### config.mk
export PLATFORM = sky130hd
export DESIGN_NAME = tdma_stop_ctl
export DESIGN_NICKNAME = d
export VERILOG_FILES = /design/src/rtl/tdsc_pkg.sv /design/src/rtl/tdsc_gate.sv /design/src/rtl/tdsc_seq.sv /design/src/rtl/tdsc_reqmask.sv /design/src/rtl/tdma_stop_ctl.sv
export SDC_FILE = /design/constraint.sdc
export NUM_CORES = 1
export LEC_CHECK = 0
export ABC_AREA = 1
export BUFFER_PORTS_ARGS = -buffer_cell sky130_fd_sc_hd__buf_2
export CELL_PAD_IN_SITES_DETAIL_PLACEMENT = 0
export CELL_PAD_IN_SITES_GLOBAL_PLACEMENT = 1
export CORE_MARGIN = 1
export CORE_UTILIZATION = 28
export DETAILED_ROUTE_END_ITERATION = 12
export GPL_TIMING_DRIVEN = 0
export PLACE_DENSITY = 0.78
export SLEW_MARGIN = 20
export SYNTH_ARGS = -nofsm -noshare
export SYNTH_HDL_FRONTEND = slang
export SYNTH_SLANG_ARGS = --single-unit
export TNS_END_PERCENT = 30
### constraint.sdc
create_clock -name clk -period 2.1 [get_ports clk]
set_clock_uncertainty 0.2 [all_clocks]
set_input_delay 0.42 -clock clk [delete_from_list [all_inputs] [get_ports clk]]
set_output_delay 0.42 -clock clk [all_outputs]
set_load 0.01 [all_outputs]
### src/rtl/tdsc_pkg.sv
package tdsc_pkg;

  // bit1 = synchronous, bit0 = receive direction
  typedef enum logic [1:0] {
    XM_ASYNC_TX = 2'b00,
    XM_ASYNC_RX = 2'b01,
    XM_SYNC_TX  = 2'b10,
    XM_SYNC_RX  = 2'b11
  } xfer_mode_e;

  typedef enum logic [1:0] {
    ST_IDLE  = 2'b00,
    ST_DRAIN = 2'b01
  } stop_state_e;

  function automatic logic mode_is_sync(xfer_mode_e m);
    return m[1];
  endfunction

  function automatic logic mode_is_rx(xfer_mode_e m);
    return m[0];
  endfunction

endpackage

### src/rtl/tdsc_gate.sv
// Decides whether a stop request may be honoured in the present transfer state.
module tdsc_gate
  import tdsc_pkg::*;
#(
  parameter int FIFO_W     = 5,
  parameter int FIFO_DEPTH = 16
) (
  input  xfer_mode_e        mode,
  input  logic              xfer_active,
  input  logic [FIFO_W-1:0] fifo_cnt,
  input  logic              cnt_zero,
  input  logic              sofs_max,
  output logic              fifo_empty,
  output logic              fifo_full,
  output logic              cond_ok
);

  localparam logic [FIFO_W-1:0] FULL_CODE = FIFO_W'(FIFO_DEPTH);

  // Mode-specific condition under which halting is safe.
  function automatic logic stop_allowed(
    xfer_mode_e m,
    logic       empty,
    logic       full,
    logic       czero,
    logic       omax
  );
    logic ok;
    unique case (m)
      XM_ASYNC_TX, XM_SYNC_TX: ok = empty;
      XM_SYNC_RX:              ok = czero | omax;
      XM_ASYNC_RX:             ok = full | czero;
      default:                 ok = 1'b0;
    endcase
    return ok;
  endfunction

  assign fifo_empty = (fifo_cnt == '0);
  assign fifo_full  = (fifo_cnt == FULL_CODE);
  assign cond_ok    = xfer_active &
                      stop_allowed(mode, fifo_empty, fifo_full, cnt_zero, sofs_max);

endmodule

### src/rtl/tdsc_seq.sv
// Stop sequencer: accepts or refuses the command, then waits for the
// mode-specific drain condition before signalling completion.
module tdsc_seq
  import tdsc_pkg::*;
#(
  parameter int ACK_W = 5
) (
  input  logic             clk,
  input  logic             rst_n,
  input  logic             stop_cmd,
  input  logic             queue_pend,
  input  logic             cond_ok,
  input  xfer_mode_e       mode,
  input  logic             cnt_zero,
  input  logic [ACK_W-1:0] ack_owed,
  output logic             accept,
  output logic             reject,
  output logic             overwrite,
  output logic             busy,
  output logic             dma_rst,
  output logic             cmd_done,
  output logic             illegal_op,
  output logic             q_flush
);

  stop_state_e state_q;
  xfer_mode_e  lat_mode_q;
  logic        rst_q, done_q, ill_q, flush_q;
  logic        fin_now;

  // Completion rule for a latched mode.
  function automatic logic drain_finished(
    xfer_mode_e       m,
    logic             czero,
    logic [ACK_W-1:0] owed
  );
    logic fin;
    unique case (m)
      XM_SYNC_TX: fin = czero;
      XM_SYNC_RX: fin = (owed == '0);
      default:    fin = 1'b1;
    endcase
    return fin;
  endfunction

  assign busy      = (state_q == ST_DRAIN);
  assign accept    = stop_cmd & cond_ok & ~busy;
  assign reject    = stop_cmd & ~accept;
  assign overwrite = stop_cmd & queue_pend;
  assign fin_now   = busy & drain_finished(lat_mode_q, cnt_zero, ack_owed);

  always_ff @(posedge clk or negedge rst_n) begin
    if (!rst_n) begin
      state_q    <= ST_IDLE;
      lat_mode_q <= XM_ASYNC_TX;
      rst_q      <= 1'b0;
      done_q     <= 1'b0;
      ill_q      <= 1'b0;
      flush_q    <= 1'b0;
    end else begin
      rst_q   <= accept;
      ill_q   <= reject | overwrite;
      flush_q <= overwrite;
      done_q  <= 1'b0;
      if (accept) begin
        lat_mode_q <= mode;
        if (mode_is_sync(mode)) begin
          state_q <= ST_DRAIN;
        end else begin
          done_q <= 1'b1;
        end
      end else if (fin_now) begin
        state_q <= ST_IDLE;
        done_q  <= 1'b1;
      end
    end
  end

  assign dma_rst    = rst_q;
  assign cmd_done   = done_q;
  assign illegal_op = ill_q;
  assign q_flush    = flush_q;

endmodule

### src/rtl/tdsc_reqmask.sv
// Holds the DMA request low from stop acceptance until the data command ends.
module tdsc_reqmask (
  input  logic clk,
  input  logic rst_n,
  input  logic accept,
  input  logic xfer_active,
  input  logic eng_req,
  output logic masked,
  output logic dma_req
);

  logic mask_q;

  always_ff @(posedge clk or negedge rst_n) begin
    if (!rst_n) begin
      mask_q <= 1'b0;
    end else if (accept) begin
      mask_q <= 1'b1;
    end else if (!xfer_active) begin
      mask_q <= 1'b0;
    end
  end

  assign masked  = mask_q;
  assign dma_req = eng_req & xfer_active & ~mask_q;

endmodule

### src/rtl/tdma_stop_ctl.sv
module tdma_stop_ctl
  import tdsc_pkg::*;
#(
  parameter int FIFO_W     = 5,
  parameter int FIFO_DEPTH = 16,
  parameter int ACK_W      = 5
) (
  input  logic              clk,
  input  logic              rst_n,
  input  logic              stop_cmd,
  input  logic              queue_pend,
  input  logic              xfer_active,
  input  logic [1:0]        xfer_mode,
  input  logic [FIFO_W-1:0] fifo_cnt,
  input  logic              cnt_zero,
  input  logic              sofs_max,
  input  logic [ACK_W-1:0]  ack_owed,
  input  logic              eng_req,
  output logic              dma_req,
  output logic              dma_rst,
  output logic              cmd_done,
  output logic              illegal_op,
  output logic              q_flush,
  output logic              stop_busy
);

  xfer_mode_e mode_w;
  logic       cond_ok_w, fifo_empty_w, fifo_full_w;
  logic       accept_w, reject_w, overwrite_w, masked_w;

  assign mode_w = xfer_mode_e'(xfer_mode);

  tdsc_gate #(
    .FIFO_W     (FIFO_W),
    .FIFO_DEPTH (FIFO_DEPTH)
  ) u_gate (
    .mode        (mode_w),
    .xfer_active (xfer_active),
    .fifo_cnt    (fifo_cnt),
    .cnt_zero    (cnt_zero),
    .sofs_max    (sofs_max),
    .fifo_empty  (fifo_empty_w),
    .fifo_full   (fifo_full_w),
    .cond_ok     (cond_ok_w)
  );

  tdsc_seq #(
    .ACK_W (ACK_W)
  ) u_seq (
    .clk        (clk),
    .rst_n      (rst_n),
    .stop_cmd   (stop_cmd),
    .queue_pend (queue_pend),
    .cond_ok    (cond_ok_w),
    .mode       (mode_w),
    .cnt_zero   (cnt_zero),
    .ack_owed   (ack_owed),
    .accept     (accept_w),
    .reject     (reject_w),
    .overwrite  (overwrite_w),
    .busy       (stop_busy),
    .dma_rst    (dma_rst),
    .cmd_done   (cmd_done),
    .illegal_op (illegal_op),
    .q_flush    (q_flush)
  );

  tdsc_reqmask u_mask (
    .clk         (clk),
    .rst_n       (rst_n),
    .accept      (accept_w),
    .xfer_active (xfer_active),
    .eng_req     (eng_req),
    .masked      (masked_w),
    .dma_req     (dma_req)
  );

endmodule

# After elaboration in Yosys (flattened, before gate mapping)
# Index checks and enable logic that the tools add are counted.
# op_classes
eq_ne,9
n_mux,10
bitwise,14
reduce_logical,6
# op_table
op,count
$logic_not A5 Y1,2
$and A1 B1 Y1,8
$eq A2 B2 Y1 const B,4
$mux W2,3
$eq A5 B5 Y1 const B,1
$mux W1,5
$eq A2 B1 Y1 const B,2
$not A1 Y1,3
$or A1 B1 Y1,3
$pmux W1 S3,1
$logic_not A2 Y1,1
$ne A2 B1 Y1 const B,1
$ne A2 B2 Y1 const B,1
$pmux W1 S2,1
$reduce_and A2 Y1,1
$reduce_bool A2 Y1,1
$reduce_or A2 Y1,1
# totals
register_bits,9
output_inout_bits,6
elab_cells,46

# Longest topological paths before layout
# Gate-level depths: netlist of the first run.
# depth
word_depth,9
depth_mapped,7
mapped_depth_nobuf,7

# Modules after synthesis
# From an unflattened synthesis of the first run, not the netlist that was laid out.
# unflattened
hier_cells,53
hier_area_um2,397.9
# modules_own_cells
mod,instances,cells_each,area_per_inst_um2
tdsc_seq,1,33,287.8
tdsc_gate,1,14,63.8
tdsc_reqmask,1,6,46.3

# Worst setup path after synthesis of the first run
# No wires, ideal clock.
# synth_path
kind,input-to-output
from,input eng_req
to,output dma_req
t_arrival_ns,0.615
required_time_ns,1.480
slack_ns,0.865
path_stages,2
n_path_buf,0
cell_sequence,nand2_1 > nor2_1
# synth_between
elab_chain_cells,2
# synth_rtl
item,line,text
from (decl),tdma_stop_ctl.sv:18,"input logic eng_req,"
$and A1 B1 Y1 (2 in a row),tdsc_reqmask.sv:25,assign dma_req = eng_req & xfer_active & ~mask_q;
to (decl),tdma_stop_ctl.sv:19,"output logic dma_req,"
# No other way between the ends.

# Worst setup path after layout of the first run
# layout_path
from,"register u_mask.mask_q, in the netlist u_mask.masked"
to,output dma_req
# layout_between
elab_chain_cells,2
# layout_rtl
item,line,text
from (decl),tdsc_reqmask.sv:12,logic mask_q;
from (signal assigned),tdsc_reqmask.sv:16,mask_q <= 1'b0;
from (signal assigned),tdsc_reqmask.sv:18,mask_q <= 1'b1;
from (signal assigned),tdsc_reqmask.sv:20,mask_q <= 1'b0;
$not A1 Y1,tdsc_reqmask.sv:25,
$and A1 B1 Y1,tdsc_reqmask.sv:25,
# No other way between the ends.

==> results of run 1 <==
[path summary, 6_finish.rpt]
path                                                 startpoint                              end  slack [ns]  depth (start not counted)
worst max-delay path                  u_mask.masked$_DFFE_PN0P_                          dma_req        0.63                          2
max in group asynchronous                                 rst_n       u_seq.illegal_op$_DFF_PN0_        1.21                          2
worst max register to register     u_seq.state_q[0]$_DFFE_PN0P_  u_seq.lat_mode_q[1]$_DFFE_PN0P_        0.95                          4
worst min-delay path                                 queue_pend          u_seq.q_flush$_DFF_PN0_        0.19                          3
min in group asynchronous                                 rst_n          u_seq.dma_rst$_DFF_PN0_        0.33                          2
worst min register to register  u_seq.lat_mode_q[0]$_DFFE_PN0P_  u_seq.lat_mode_q[0]$_DFFE_PN0P_        0.28                          2
[layout by cell type (no fill, tap or decap)]
cell type	count
sky130_fd_sc_hd__dfrtp_1	8
sky130_fd_sc_hd__nand3_1	4
sky130_fd_sc_hd__nor2_2	2
sky130_fd_sc_hd__clkbuf_4	3
sky130_fd_sc_hd__nand2_2	2
sky130_fd_sc_hd__nand3_4	1
sky130_fd_sc_hd__dlygate4sd3_1	1
sky130_fd_sc_hd__a21boi_0	1
sky130_fd_sc_hd__buf_2	25
sky130_fd_sc_hd__nor2_4	1
sky130_fd_sc_hd__nand4_1	3
sky130_fd_sc_hd__nand2_1	17
sky130_fd_sc_hd__nor2_1	6
sky130_fd_sc_hd__inv_1	7
[sequential cells by signal, summed over array words and instances (netlist names)]
| signal | flops |
|---|---|
| u_seq.dma_rst | 1 |
| u_seq.state_q | 1 |
| u_mask.masked | 1 |
| u_seq.lat_mode_q | 2 |
| u_seq.cmd_done | 1 |
| u_seq.illegal_op | 1 |
| u_seq.q_flush | 1 |
[cell families after synthesis]
| group | count (synthesis) | synth area share [%] |
|---|---|---|
| and+or+nand+nor | 36 | 43.33 |
| DFF | 8 | 48.48 |
| buffers and inverters | 7 | 6.365 |
| AOI/OAI and AO/OA | 1 | 1.819 |
[power breakdown]
group | internal [mW] | total (mW) | switching (mW) | leakage [nW]
clock network | 0.0651 | 0.113 | 0.0476 | 0.0138
logic | 0.0333 | 0.0713 | 0.0380 | 0.242
registers | 0.169 | 0.176 | 0.00727 | 0.103
[stage by stage]
stage | setup slack (ns) | cell area (sq um)
detailed placement | 0.7067 | 556.8
finish | 0.6335 | 589.3
floorplan | 0.8653 | 412.9
global route | 0.5742 | 589.3
global placement | 0.7208 | 556.8
CTS | 0.6221 | 589.3
[final cells by class]
class	instances	area [sq um]	share of cell area, %
Multi-Input combinational cell	37	186.4	31.63
Inverter	7	26.28	4.459
Clock buffer	3	22.52	3.822
Sequential cell	8	200.2	33.97
Tap cell	15	18.77	3.185
Timing Repair Buffer	26	135.1	22.93
[cells in the mapped netlist]
cell type and n:
sky130_fd_sc_hd__nor2_1 6, sky130_fd_sc_hd__nand3_4 1, sky130_fd_sc_hd__nand4_1 3, sky130_fd_sc_hd__a21boi_0 1, sky130_fd_sc_hd__dfrtp_1 8, sky130_fd_sc_hd__nand2_1 17, sky130_fd_sc_hd__nand2_2 2, sky130_fd_sc_hd__nor2_4 1
sky130_fd_sc_hd__nor2_2 2, sky130_fd_sc_hd__nand3_1 4, sky130_fd_sc_hd__inv_1 7
[layer usage]
layer  global-route usage [%]  part of all wire (%)
met1                    13.85                    47
met3                    10.00                   8.5
met2                    15.87                    45
met5                        0                     0
met4                        0                     0
[worst register-to-register path, delay by kind of cell, from the launching register on]
| family | cells | cell delay (ns) |
|---|---|---|
| DFF | 1 | 0.43 |
| and+or+nand+nor | 4 | 0.40 |
==> load_flow_metrics.sql, run 1 <==
INSERT INTO impl_metrics (metric_group, metric, value, unit) VALUES
('synthesis', 'synth_seq_area_share', '48.48', '%'),
('global_route', 'maximum_number_of_pins_on_one_net_before_global_route_repair', '9', ''),
('finish', 'finalNonFillerCells', '96', ''),
('synthesis', 'yosys_register_bits', '8', ''),
('clock_tree', 'worst_setup_hold_path_clk_slew', '0.05', 'ns'),
('critical_path', 'worstPathCellList', 'nor2_1 > buf_2', ''),
('timing', 'hold_viol', '0', ''),
('critical_path', 'critical_path_required', '1.48', 'ns'),
('clock_tree', 'htreeDepth', '1', ''),
('floorplanning', 'start_util', '30.96', '%'),
('floorplanning', 'std_cell_rows', '13', ''),
('clock_tree', 'post_cts_resize_count', '0', ''),
('placement', 'routabilityCongestion', '0.7151', ''),
('global_route', 'grt_pass1_wl', '1152', 'microns'),
('power', 'power-per-cell-area', '611.2', 'nW/um^2'),
('placement', 'hpwl_after_dpl', '678.1', 'microns'),
('drt', 'post-route-drc-count', '0', ''),
('clock_tree', 'clkLatencyLatePin', '0.25', 'ns'),
('synthesis', 'yosys-top-cells-area', 'sky130_fd_sc_hd__dfrtp_1, sky130_fd_sc_hd__nand2_1, sky130_fd_sc_hd__inv_1, sky130_fd_sc_hd__nor2_1, sky130_fd_sc_hd__nand3_1', ''),
('finish', 'nNetsFinal', '103', ''),
('global_route', 'grt_antenna_before_repair', '0', ''),
('clock_tree', 'post_cts.repair.setup_buffers', '0', ''),
('timing', 'tightestPinTransition', '0.2249', 'ns'),
('synthesis', 'synth_cells', '52', ''),
('power', 'peak_supply_drop', '0.3456', 'mV'),
('critical_path', 'timing.critical_path.arrival', '0.85', 'ns'),
('placement', 'numPortBuffers', '25', ''),
('status', 'run_status', 'complete, no violations', ''),
('finish', 'final_util', '44.18', '%'),
('clock_tree', 'clk_path_buf_depth', '2', ''),
('critical_path', 'critical_path.slowest_cell', 'sky130_fd_sc_hd__dfrtp_1', ''),
('critical_path', 'path_buf_inv', '1', ''),
('clock_tree', 'cts_hold_buffers', '1', ''),
('clock_tree', 'cts-buffers-inserted', '3', ''),
('run', 'drv.max_cap_violation_count', '0', ''),
('clock_tree', 'cts_tree', 'built', ''),
('critical_path', 'worstSetupPathType', 'register to primary output', ''),
('global_route', 'grt_overflow', '0', ''),
('power', 'static-leakage-power', '0.3592', 'nW'),
('floorplanning', 'die_y', '40.40', 'microns'),
('timing', 'max_freq', '681.9', 'MHz'),
('placement', 'placed_cells_incl_taps', '92', ''),
('min_path', 'timing.hold.worst.class', 'input pin to register', ''),
('timing', 'timing.hold.ws', '0.1899', 'ns'),
('timing', 'relSlewSlack', '84.87', '%'),
('timing', 'final_total_negative_setup_slack', '0', 'ns'),
('global_route', 'total_routing_resource_utilization_after_global_routing', '11.35', '%'),
('synthesis', 'yosysWarningCount', '0', ''),
('floorplanning', 'pin_count', '26', ''),
('drt', 'wl_per_cell', '8.292', 'microns'),
('finish', 'drive_above_1_share', '41.98', '%'),
('synthesis', 'synth_top_area_share', '48.48', '%'),
('synthesis', 'synth_area_per_cell', '7.940', 'sq um'),
('timing', 'fin_crit_sh', '69.83', '%'),
('critical_path', 'path_delay_family', 'flip-flops', ''),
('critical_path', 'critPathMaxFanout', '2', ''),
('clock_tree', 'root_buffer', 'sky130_fd_sc_hd__clkbuf_4', ''),
('synthesis', 'synth_largest_area_cell', 'sky130_fd_sc_hd__dfrtp_1', ''),
('power', 'design_power_total', '360.2', 'uW'),
('clock_tree', 'clock_sinks', '8', ''),
('timing', 'rsz0062_at_grt', 'no', ''),
('drt', 'detailroute.via_count', '413', ''),
('finish', 'syn_to_final_growth', '42.73', '%'),
('finish', 'num-fill-cells', '142', ''),
('critical_path', 'critPathMaxStageDelay', '0.38', 'ns'),
('synthesis', 'synth_area', '412.9', 'sq um'),
('floorplanning', 'fp.dieArea', '1632', 'sq um'),
('drt', 'drt_first_pass_iters', '2', ''),
('floorplanning', 'design.core.area', '1334', 'sq um'),
('critical_path', 'setup.worst_path.end_class', 'primary output', ''),
('floorplanning', 'chip_width', '40.40', 'microns'),
('critical_path', 'crit_path_start_kind', 'register', ''),
('drt', 'via_per_inst', '4.302', ''),
('timing', 'report.final.setup_viol', '0', ''),
('synthesis', 'synth.net_count', '72', ''),
('drt', 'postRouteWirelength', '796', 'microns'),
('timing', 'finalWorstPathRequiredPeriod', '1.466', 'ns'),
('finish', 'insertedDiodeCount', '0', ''),
('synthesis', 'ys_types', '11', ''),
('drt', 'first_iter_violations', '1', ''),
('drt', 'final_antenna_net_count', '0', ''),
('global_route', 'grt_pass1_vias', '322', ''),
('timing', 'maxSlewViolCount', '0', '');
Note: power is estimated with default switching activity, not from simulation.
==> run 2, diff against run 1 <==
--- a/config.mk
+++ b/config.mk
@@ -10,10 +10,10 @@
 export CELL_PAD_IN_SITES_DETAIL_PLACEMENT = 0
 export CELL_PAD_IN_SITES_GLOBAL_PLACEMENT = 1
 export CORE_MARGIN = 1
-export CORE_UTILIZATION = 28
+export CORE_UTILIZATION = 26
 export DETAILED_ROUTE_END_ITERATION = 12
 export GPL_TIMING_DRIVEN = 0
-export PLACE_DENSITY = 0.78
+export PLACE_DENSITY = 0.73
 export SLEW_MARGIN = 20
 export SYNTH_ARGS = -nofsm -noshare
 export SYNTH_HDL_FRONTEND = slang
==> constraint.sdc (replaced) <==
create_clock -name clk -period 1.43 [get_ports clk]
set_clock_uncertainty 0.2 [all_clocks]
set_input_delay 0.286 -clock clk [delete_from_list [all_inputs] [get_ports clk]]
set_output_delay 0.286 -clock clk [all_outputs]
set_load 0.01 [all_outputs]
==> load_flow_metrics.sql, run 2 (synthesis results as in run 1) <==
INSERT INTO impl_metrics (metric_group, metric, value, unit) VALUES
('status', 'run_status', 'complete, no violations', ''),
('finish', 'drive_above_1_share', '41.98', '%'),
('critical_path', 'timing.critical_path.arrival', '0.84', 'ns'),
('clock_tree', 'cts_tree', 'built', ''),
('drt', 'postRouteWirelength', '799', 'microns'),
('placement', 'routabilityCongestion', '0.7103', ''),
('power', 'power-per-cell-area', '898.6', 'nW/um^2'),
('clock_tree', 'clkLatencyLatePin', '0.25', 'ns'),
('critical_path', 'setup.worst_path.end_class', 'primary output', ''),
('floorplanning', 'die_y', '41.85', 'microns'),
('drt', 'first_iter_violations', '9', ''),
('floorplanning', 'pin_count', '26', ''),
('timing', 'finalWorstPathRequiredPeriod', '1.329', 'ns'),
('run', 'drv.max_cap_violation_count', '0', ''),
('critical_path', 'critical_path.slowest_cell', 'sky130_fd_sc_hd__dfrtp_1', ''),
('floorplanning', 'chip_width', '41.85', 'microns'),
('power', 'design_power_total', '530.7', 'uW'),
('clock_tree', 'cts-buffers-inserted', '3', ''),
('global_route', 'maximum_number_of_pins_on_one_net_before_global_route_repair', '9', ''),
('timing', 'maxSlewViolCount', '0', ''),
('critical_path', 'path_buf_inv', '1', ''),
('drt', 'via_per_inst', '4.196', ''),
('clock_tree', 'root_buffer', 'sky130_fd_sc_hd__clkbuf_4', ''),
('timing', 'report.final.setup_viol', '0', ''),
('critical_path', 'path_delay_family', 'flip-flops', ''),
('timing', 'relSlewSlack', '85.51', '%'),
('critical_path', 'crit_path_start_kind', 'register', ''),
('floorplanning', 'std_cell_rows', '14', ''),
('placement', 'hpwl_after_dpl', '680.2', 'microns'),
('floorplanning', 'start_util', '27.73', '%'),
('timing', 'fin_crit_sh', '92.97', '%'),
('power', 'peak_supply_drop', '0.5731', 'mV'),
('critical_path', 'worstSetupPathType', 'register to primary output', ''),
('finish', 'syn_to_final_growth', '43.03', '%'),
('finish', 'mostFrequentLayoutCell', 'sky130_fd_sc_hd__buf_2', ''),
('critical_path', 'critPathMaxStageDelay', '0.37', 'ns'),
('power', 'static-leakage-power', '0.3592', 'nW'),
('clock_tree', 'htreeDepth', '1', ''),
('critical_path', 'critical_path_required', '0.94', 'ns'),
('critical_path', 'critPathMaxFanout', '2', ''),
('clock_tree', 'clock_sinks', '8', ''),
('floorplanning', 'design.core.area', '1489', 'sq um'),
('finish', 'nNetsFinal', '103', ''),
('finish', 'insertedDiodeCount', '0', ''),
('global_route', 'total_routing_resource_utilization_after_global_routing', '10.74', '%'),
('timing', 'max_freq', '752.2', 'MHz'),
('global_route', 'grt_antenna_before_repair', '0', ''),
('floorplanning', 'fp.dieArea', '1751', 'sq um'),
('finish', 'largest_register_ffs', '2', ''),
('global_route', 'grt_pass1_wl', '1386', 'microns'),
('clock_tree', 'post_cts.repair.setup_buffers', '0', ''),
('clock_tree', 'worst_setup_hold_path_clk_slew', '0.05', 'ns'),
('drt', 'drt_first_pass_iters', '4', ''),
('critical_path', 'worstPathCellList', 'nor2_1 > buf_2', ''),
('drt', 'final_antenna_net_count', '0', ''),
('global_route', 'grt_pass1_vias', '342', ''),
('min_path', 'timing.hold.worst.class', 'input pin to register', ''),
('timing', 'final_total_negative_setup_slack', '0', 'ns'),
('timing', 'rsz0062_at_grt', 'no', ''),
('placement', 'numPortBuffers', '25', ''),
('finish', 'top_register', 'u_seq.lat_mode_q', ''),
('drt', 'post-route-drc-count', '0', ''),
('finish', 'final_cell_mix', 'sky130_fd_sc_hd__buf_2, sky130_fd_sc_hd__nand2_1, sky130_fd_sc_hd__dfrtp_1', ''),
('timing', 'tightestPinTransition', '0.2154', 'ns'),
('drt', 'detailroute.via_count', '407', ''),
('clock_tree', 'clk_path_buf_depth', '2', ''),
('drt', 'wl_per_cell', '8.237', 'microns'),
('global_route', 'grt_overflow', '0', ''),
('timing', 'hold_viol', '0', '');
-- run 2: cell counts in the layout (fill, tap and decap cells not counted) --
Identical to the previous run, type by type.
-- run 2: stage by stage --
step                      util [%]  hold slack (ns)  cells  cell area, sq um  setup slack (ns)
after floorplan                  -          -0.2096     52             412.9            0.3130
after global placement       37.48         -0.06983     93             558.0            0.1858
final                        39.66          0.05740     97             590.6            0.1006
after detailed placement     37.48         -0.06264     93             558.0            0.1800
after global routing         39.66          0.06585     97             590.6           0.06126
after CTS                    39.66          0.05126     97             590.6           0.09120
-- run 2: repair_timing --
action | in CTS | in global routing
hold endpoints to repair | 8 | 0
hold buffers | 1 | 0
gates resized for setup | 0 | 0
-- run 2: path summary, 6_finish.rpt --
path / start / to / slack [ns] / cells after the start
max in group asynchronous: rst_n / u_seq.state_q[0]$_DFFE_PN0P_ / 0.67 / 2
worst min register to register: u_seq.lat_mode_q[1]$_DFFE_PN0P_ / u_seq.lat_mode_q[1]$_DFFE_PN0P_ / 0.28 / 2
worst min-delay path: stop_cmd / u_seq.illegal_op$_DFF_PN0_ / 0.06 / 3
min in group asynchronous: rst_n / u_seq.dma_rst$_DFF_PN0_ / 0.20 / 2
worst max register to register: u_seq.state_q[0]$_DFFE_PN0P_ / u_seq.lat_mode_q[1]$_DFFE_PN0P_ / 0.30 / 4
worst max-delay path: u_mask.masked$_DFFE_PN0P_ / dma_req / 0.10 / 2
-- run 2: cell type report --
cell class / instances / area [sq um]
clock buffers: 3 / 22.52
multi-input cells: 37 / 186.4
repair buffers: 26 / 135.1
fillers: 159 / 898.4
well taps: 16 / 20.02
inverters: 7 / 26.28
flip-flops and latches: 8 / 200.2
-- run 2: power breakdown --
part | leakage, nW | switching, mW | internal (mW) | total [mW]
combinational | 0.242 | 0.0561 | 0.0489 | 0.105
sequential | 0.103 | 0.0104 | 0.248 | 0.258
clock | 0.0138 | 0.0717 | 0.0957 | 0.167
-- run 2: worst min-delay path: stages --
cell,delay [ns]
sky130_fd_sc_hd__buf_2,0.09
sky130_fd_sc_hd__nand2_1,0.05
sky130_fd_sc_hd__nand2_1,0.04
-- run 2: per-layer routing --
layer  vias to the layer above  wire length, microns  GRT usage [%]
met2                        13                   362          15.63
met3                         0                    57          6.957
met1                       170                   378          13.46
li1                        224                     -              -
met5                         -                     0              0
met4                         0                     0          1.935
==> run 3, diff against run 2 <==
--- a/config.mk
+++ b/config.mk
@@ -5,15 +5,15 @@
 export SDC_FILE = /design/constraint.sdc
 export NUM_CORES = 1
 export LEC_CHECK = 0
-export ABC_AREA = 1
+export ABC_AREA = 0
 export BUFFER_PORTS_ARGS = -buffer_cell sky130_fd_sc_hd__buf_2
 export CELL_PAD_IN_SITES_DETAIL_PLACEMENT = 0
 export CELL_PAD_IN_SITES_GLOBAL_PLACEMENT = 1
 export CORE_MARGIN = 1
-export CORE_UTILIZATION = 26
+export CORE_UTILIZATION = 27
 export DETAILED_ROUTE_END_ITERATION = 12
 export GPL_TIMING_DRIVEN = 0
-export PLACE_DENSITY = 0.73
+export PLACE_DENSITY = 0.72
 export SLEW_MARGIN = 20
 export SYNTH_ARGS = -nofsm -noshare
 export SYNTH_HDL_FRONTEND = slang
==> load_flow_metrics.sql, run 3 <==
INSERT INTO impl_metrics (metric_group, metric, value, unit) VALUES
('floorplanning', 'std_cell_rows', '13', ''),
('finish', 'largest_register_ffs', '2', ''),
('synthesis', 'yosysWarningCount', '0', ''),
('timing', 'hold_viol', '0', ''),
('min_path', 'timing.hold.worst.class', 'input pin to register', ''),
('critical_path', 'critPathMaxFanout', '2', ''),
('critical_path', 'worstSetupPathType', 'input pin to register', ''),
('drt', 'wl_per_cell', '10.05', 'microns'),
('finish', 'drive_above_1_share', '56.06', '%'),
('synthesis', 'yosysMostFrequentCell', 'sky130_fd_sc_hd__dfrtp_1', ''),
('clock_tree', 'clock_sinks', '8', ''),
('synthesis', 'yosys_register_bits', '8', ''),
('power', 'design_power_total', '539.3', 'uW'),
('finish', 'final_cell_mix', 'sky130_fd_sc_hd__buf_2, sky130_fd_sc_hd__dfrtp_1, sky130_fd_sc_hd__inv_1, sky130_fd_sc_hd__clkbuf_4', ''),
('placement', 'numPortBuffers', '25', ''),
('timing', 'final_critical_path_setup_slack', '-0.1828', 'ns'),
('floorplanning', 'chip_width', '40.57', 'microns'),
('synthesis', 'postSynth.topFlopCell', 'sky130_fd_sc_hd__dfrtp_1', ''),
('synthesis', 'ys_types', '23', ''),
('timing', 'relSlewSlack', '73.26', '%'),
('synthesis', 'yosys-top-cells-area', 'sky130_fd_sc_hd__dfrtp_1, sky130_fd_sc_hd__nor3b_4, sky130_fd_sc_hd__inv_1, sky130_fd_sc_hd__mux2_4, sky130_fd_sc_hd__nor4_1', ''),
('drt', 'postRouteWirelength', '814', 'microns'),
('critical_path', 'crit_path_start_kind', 'input pin', ''),
('critical_path', 'timing.critical_path.arrival', '1.55', 'ns'),
('status', 'run_status', 'complete, but fails checks', ''),
('global_route', 'total_routing_resource_utilization_after_global_routing', '13.60', '%'),
('clock_tree', 'htreeDepth', '1', ''),
('clock_tree', 'clkLatencyLatePin', '0.25', 'ns'),
('run', 'drv.max_cap_violation_count', '0', ''),
('timing', 'maxSlewViolCount', '0', ''),
('finish', 'syn_to_final_growth', '52.03', '%'),
('critical_path', 'critical_path_required', '1.37', 'ns'),
('clock_tree', 'worst_setup_hold_path_clk_slew', '0.05', 'ns'),
('clock_tree', 'clk_path_buf_depth', '2', ''),
('finish', 'num-fill-cells', '147', ''),
('floorplanning', 'design.core.area', '1350', 'sq um'),
('global_route', 'grt_pass1_vias', '339', ''),
('clock_tree', 'cts_tree', 'built', ''),
('finish', 'nNetsFinal', '88', ''),
('min_path', 'holdPathStages', '2', ''),
('synthesis', 'synth_top_area_share', '49.84', '%'),
('global_route', 'grt_pass1_wl', '1352', 'microns'),
('timing', 'report.final.setup_viol', '6', ''),
('power', 'peak_supply_drop', '0.4008', 'mV'),
('clock_tree', 'cts-buffers-inserted', '3', ''),
('timing', 'max_freq', '620.0', 'MHz'),
('drt', 'post-route-drc-count', '0', ''),
('placement', 'routabilityCongestion', '0.6665', ''),
('timing', 'tightestPinTransition', '0.3975', 'ns'),
('finish', 'insertedDiodeCount', '0', ''),
('finish', 'finalNonFillerCells', '81', ''),
('placement', 'placed_cells_incl_taps', '76', ''),
('timing', 'finalWorstPathRequiredPeriod', '1.613', 'ns'),
('global_route', 'grt_antenna_before_repair', '0', ''),
('clock_tree', 'root_buffer', 'sky130_fd_sc_hd__clkbuf_4', ''),
('synthesis', 'synth-async-reset-ratio', '100.0', '%'),
('synthesis', 'synth.net_count', '56', ''),
('floorplanning', 'start_util', '29.75', '%'),
('synthesis', 'synth_area', '401.6', 'sq um'),
('floorplanning', 'die_y', '40.57', 'microns'),
('timing', 'fin_crit_sh', '112.8', '%'),
('power', 'static-leakage-power', '0.3253', 'nW'),
('critical_path', 'setup.worst_path.end_class', 'register', ''),
('drt', 'first_iter_violations', '4', ''),
('synthesis', 'synth_edf_count', '0', ''),
('global_route', 'grt_overflow', '0', ''),
('status', 'violations_in_the_final_reports', 'setup timing', ''),
('critical_path', 'worstRegToRegCells', '4', ''),
('drt', 'detailroute.via_count', '381', ''),
('drt', 'final_antenna_net_count', '0', ''),
('synthesis', 'synth_area_per_cell', '11.16', 'sq um'),
('drt', 'via_per_inst', '4.704', ''),
('drt', 'drt_first_pass_iters', '4', ''),
('synthesis', 'synth_largest_area_cell', 'sky130_fd_sc_hd__dfrtp_1', ''),
('finish', 'final_util', '45.23', '%'),
('power', 'power-per-cell-area', '883.3', 'nW/um^2'),
('floorplanning', 'fp.dieArea', '1646', 'sq um'),
('synthesis', 'synth_cells', '36', ''),
('synthesis', 'synth_seq_area_share', '49.84', '%'),
('timing', 'rsz0062_at_grt', 'yes', ''),
('finish', 'layout.cell_area.non_filler', '610.6', 'sq um'),
('placement', 'post_dp_cell_area', '545.5', 'sq um'),
('floorplanning', 'pin_count', '26', ''),
('finish', 'mostFrequentLayoutCell', 'sky130_fd_sc_hd__buf_2', ''),
('synthesis', 'synthTopCellsByCount', 'sky130_fd_sc_hd__dfrtp_1, sky130_fd_sc_hd__inv_1, sky130_fd_sc_hd__nand3_1, sky130_fd_sc_hd__nor2_1, sky130_fd_sc_hd__nor4_1', ''),
('global_route', 'maximum_number_of_pins_on_one_net_before_global_route_repair', '9', ''),
('finish', 'top_register', 'u_seq.lat_mode_q', ''),
('timing', 'final_total_negative_setup_slack', '-0.5853', 'ns');
run 3: report_power, final:
part | internal, mW | switching [mW]
logic | 0.0646 | 0.0472
registers | 0.246 | 0.0110
clock network | 0.0959 | 0.0747
run 3: metal layers:
layer | GRT usage [%] | share of wire, % | up-vias
li1 | - | - | 192
met1 | 14.05 | 41 | 175
met2 | 21.03 | 50 | 12
met3 | 8.333 | 8.2 | 2
met4 | 7.500 | 0.98 | 0
met5 | 0 | 0 | -
run 3: stage by stage:
stage	setup slack, ns	hold slack [ns]
final	-0.1828	0.06103
after global routing	-0.2222	0.05428
after CTS	-0.1734	0.05761
after global placement	-0.5950	-0.06875
after floorplan	-0.4047	-0.2096
after detailed placement	-0.5946	-0.06161
run 3: cell type report:
class | count | area (sq um) | share of cell area, %
clock buffer | 3 | 22.52 | 3.689
inverter | 4 | 15.01 | 2.459
multi-input combinational | 24 | 198.9 | 32.58
sequential | 8 | 200.2 | 32.79
tap | 15 | 18.77 | 3.074
timing repair buffer | 27 | 155.1 | 25.41
run 3: cell families (layout without fill, tap and decap cells):
| family | Yosys count | in the layout | synth area share (%) |
|---|---|---|---|
| mux | 1 | 1 | 3.737 |
| simple gates | 13 | 13 | 22.43 |
| buf+inv | 4 | 34 | 3.737 |
| compound gates | 10 | 10 | 20.25 |
| flops | 8 | 8 | 49.84 |
run 3: critical path, stage by stage:
cell and delay [ns]:
sky130_fd_sc_hd__buf_6 0.09, sky130_fd_sc_hd__or4_4 0.53, sky130_fd_sc_hd__o21ai_2 0.12, sky130_fd_sc_hd__nor3b_4 0.22
sky130_fd_sc_hd__mux2_4 0.31
run 3: repair_timing:
item / in CTS / in global routing
buffers inserted: 1 / 0
hold buffers: 1 / 0
gates resized for setup: 3 / 2
endpoints found under the hold margin: 8 / 0
gates cloned: 0 / 0
pin swaps: 1 / 0
setup endpoints to repair: 7 / 7
run 3: worst paths after layout:
| kind | start | to | slack [ns] |
|---|---|---|---|
| worst max-delay path | fifo_cnt[3] | u_seq.lat_mode_q[1]$_DFFE_PN0P_ | -0.18 |
| min in group asynchronous | rst_n | u_seq.state_q[0]$_DFFE_PN0P_ | 0.20 |
| max in group asynchronous | rst_n | u_seq.q_flush$_DFF_PN0_ | 0.66 |
| worst min-delay path | queue_pend | u_seq.q_flush$_DFF_PN0_ | 0.06 |
| worst max register to register | u_seq.state_q[0]$_DFFE_PN0P_ | u_seq.lat_mode_q[1]$_DFFE_PN0P_ | 0.01 |
| worst min register to register | u_mask.masked$_DFFE_PN0P_ | u_mask.masked$_DFFE_PN0P_ | 0.29 |
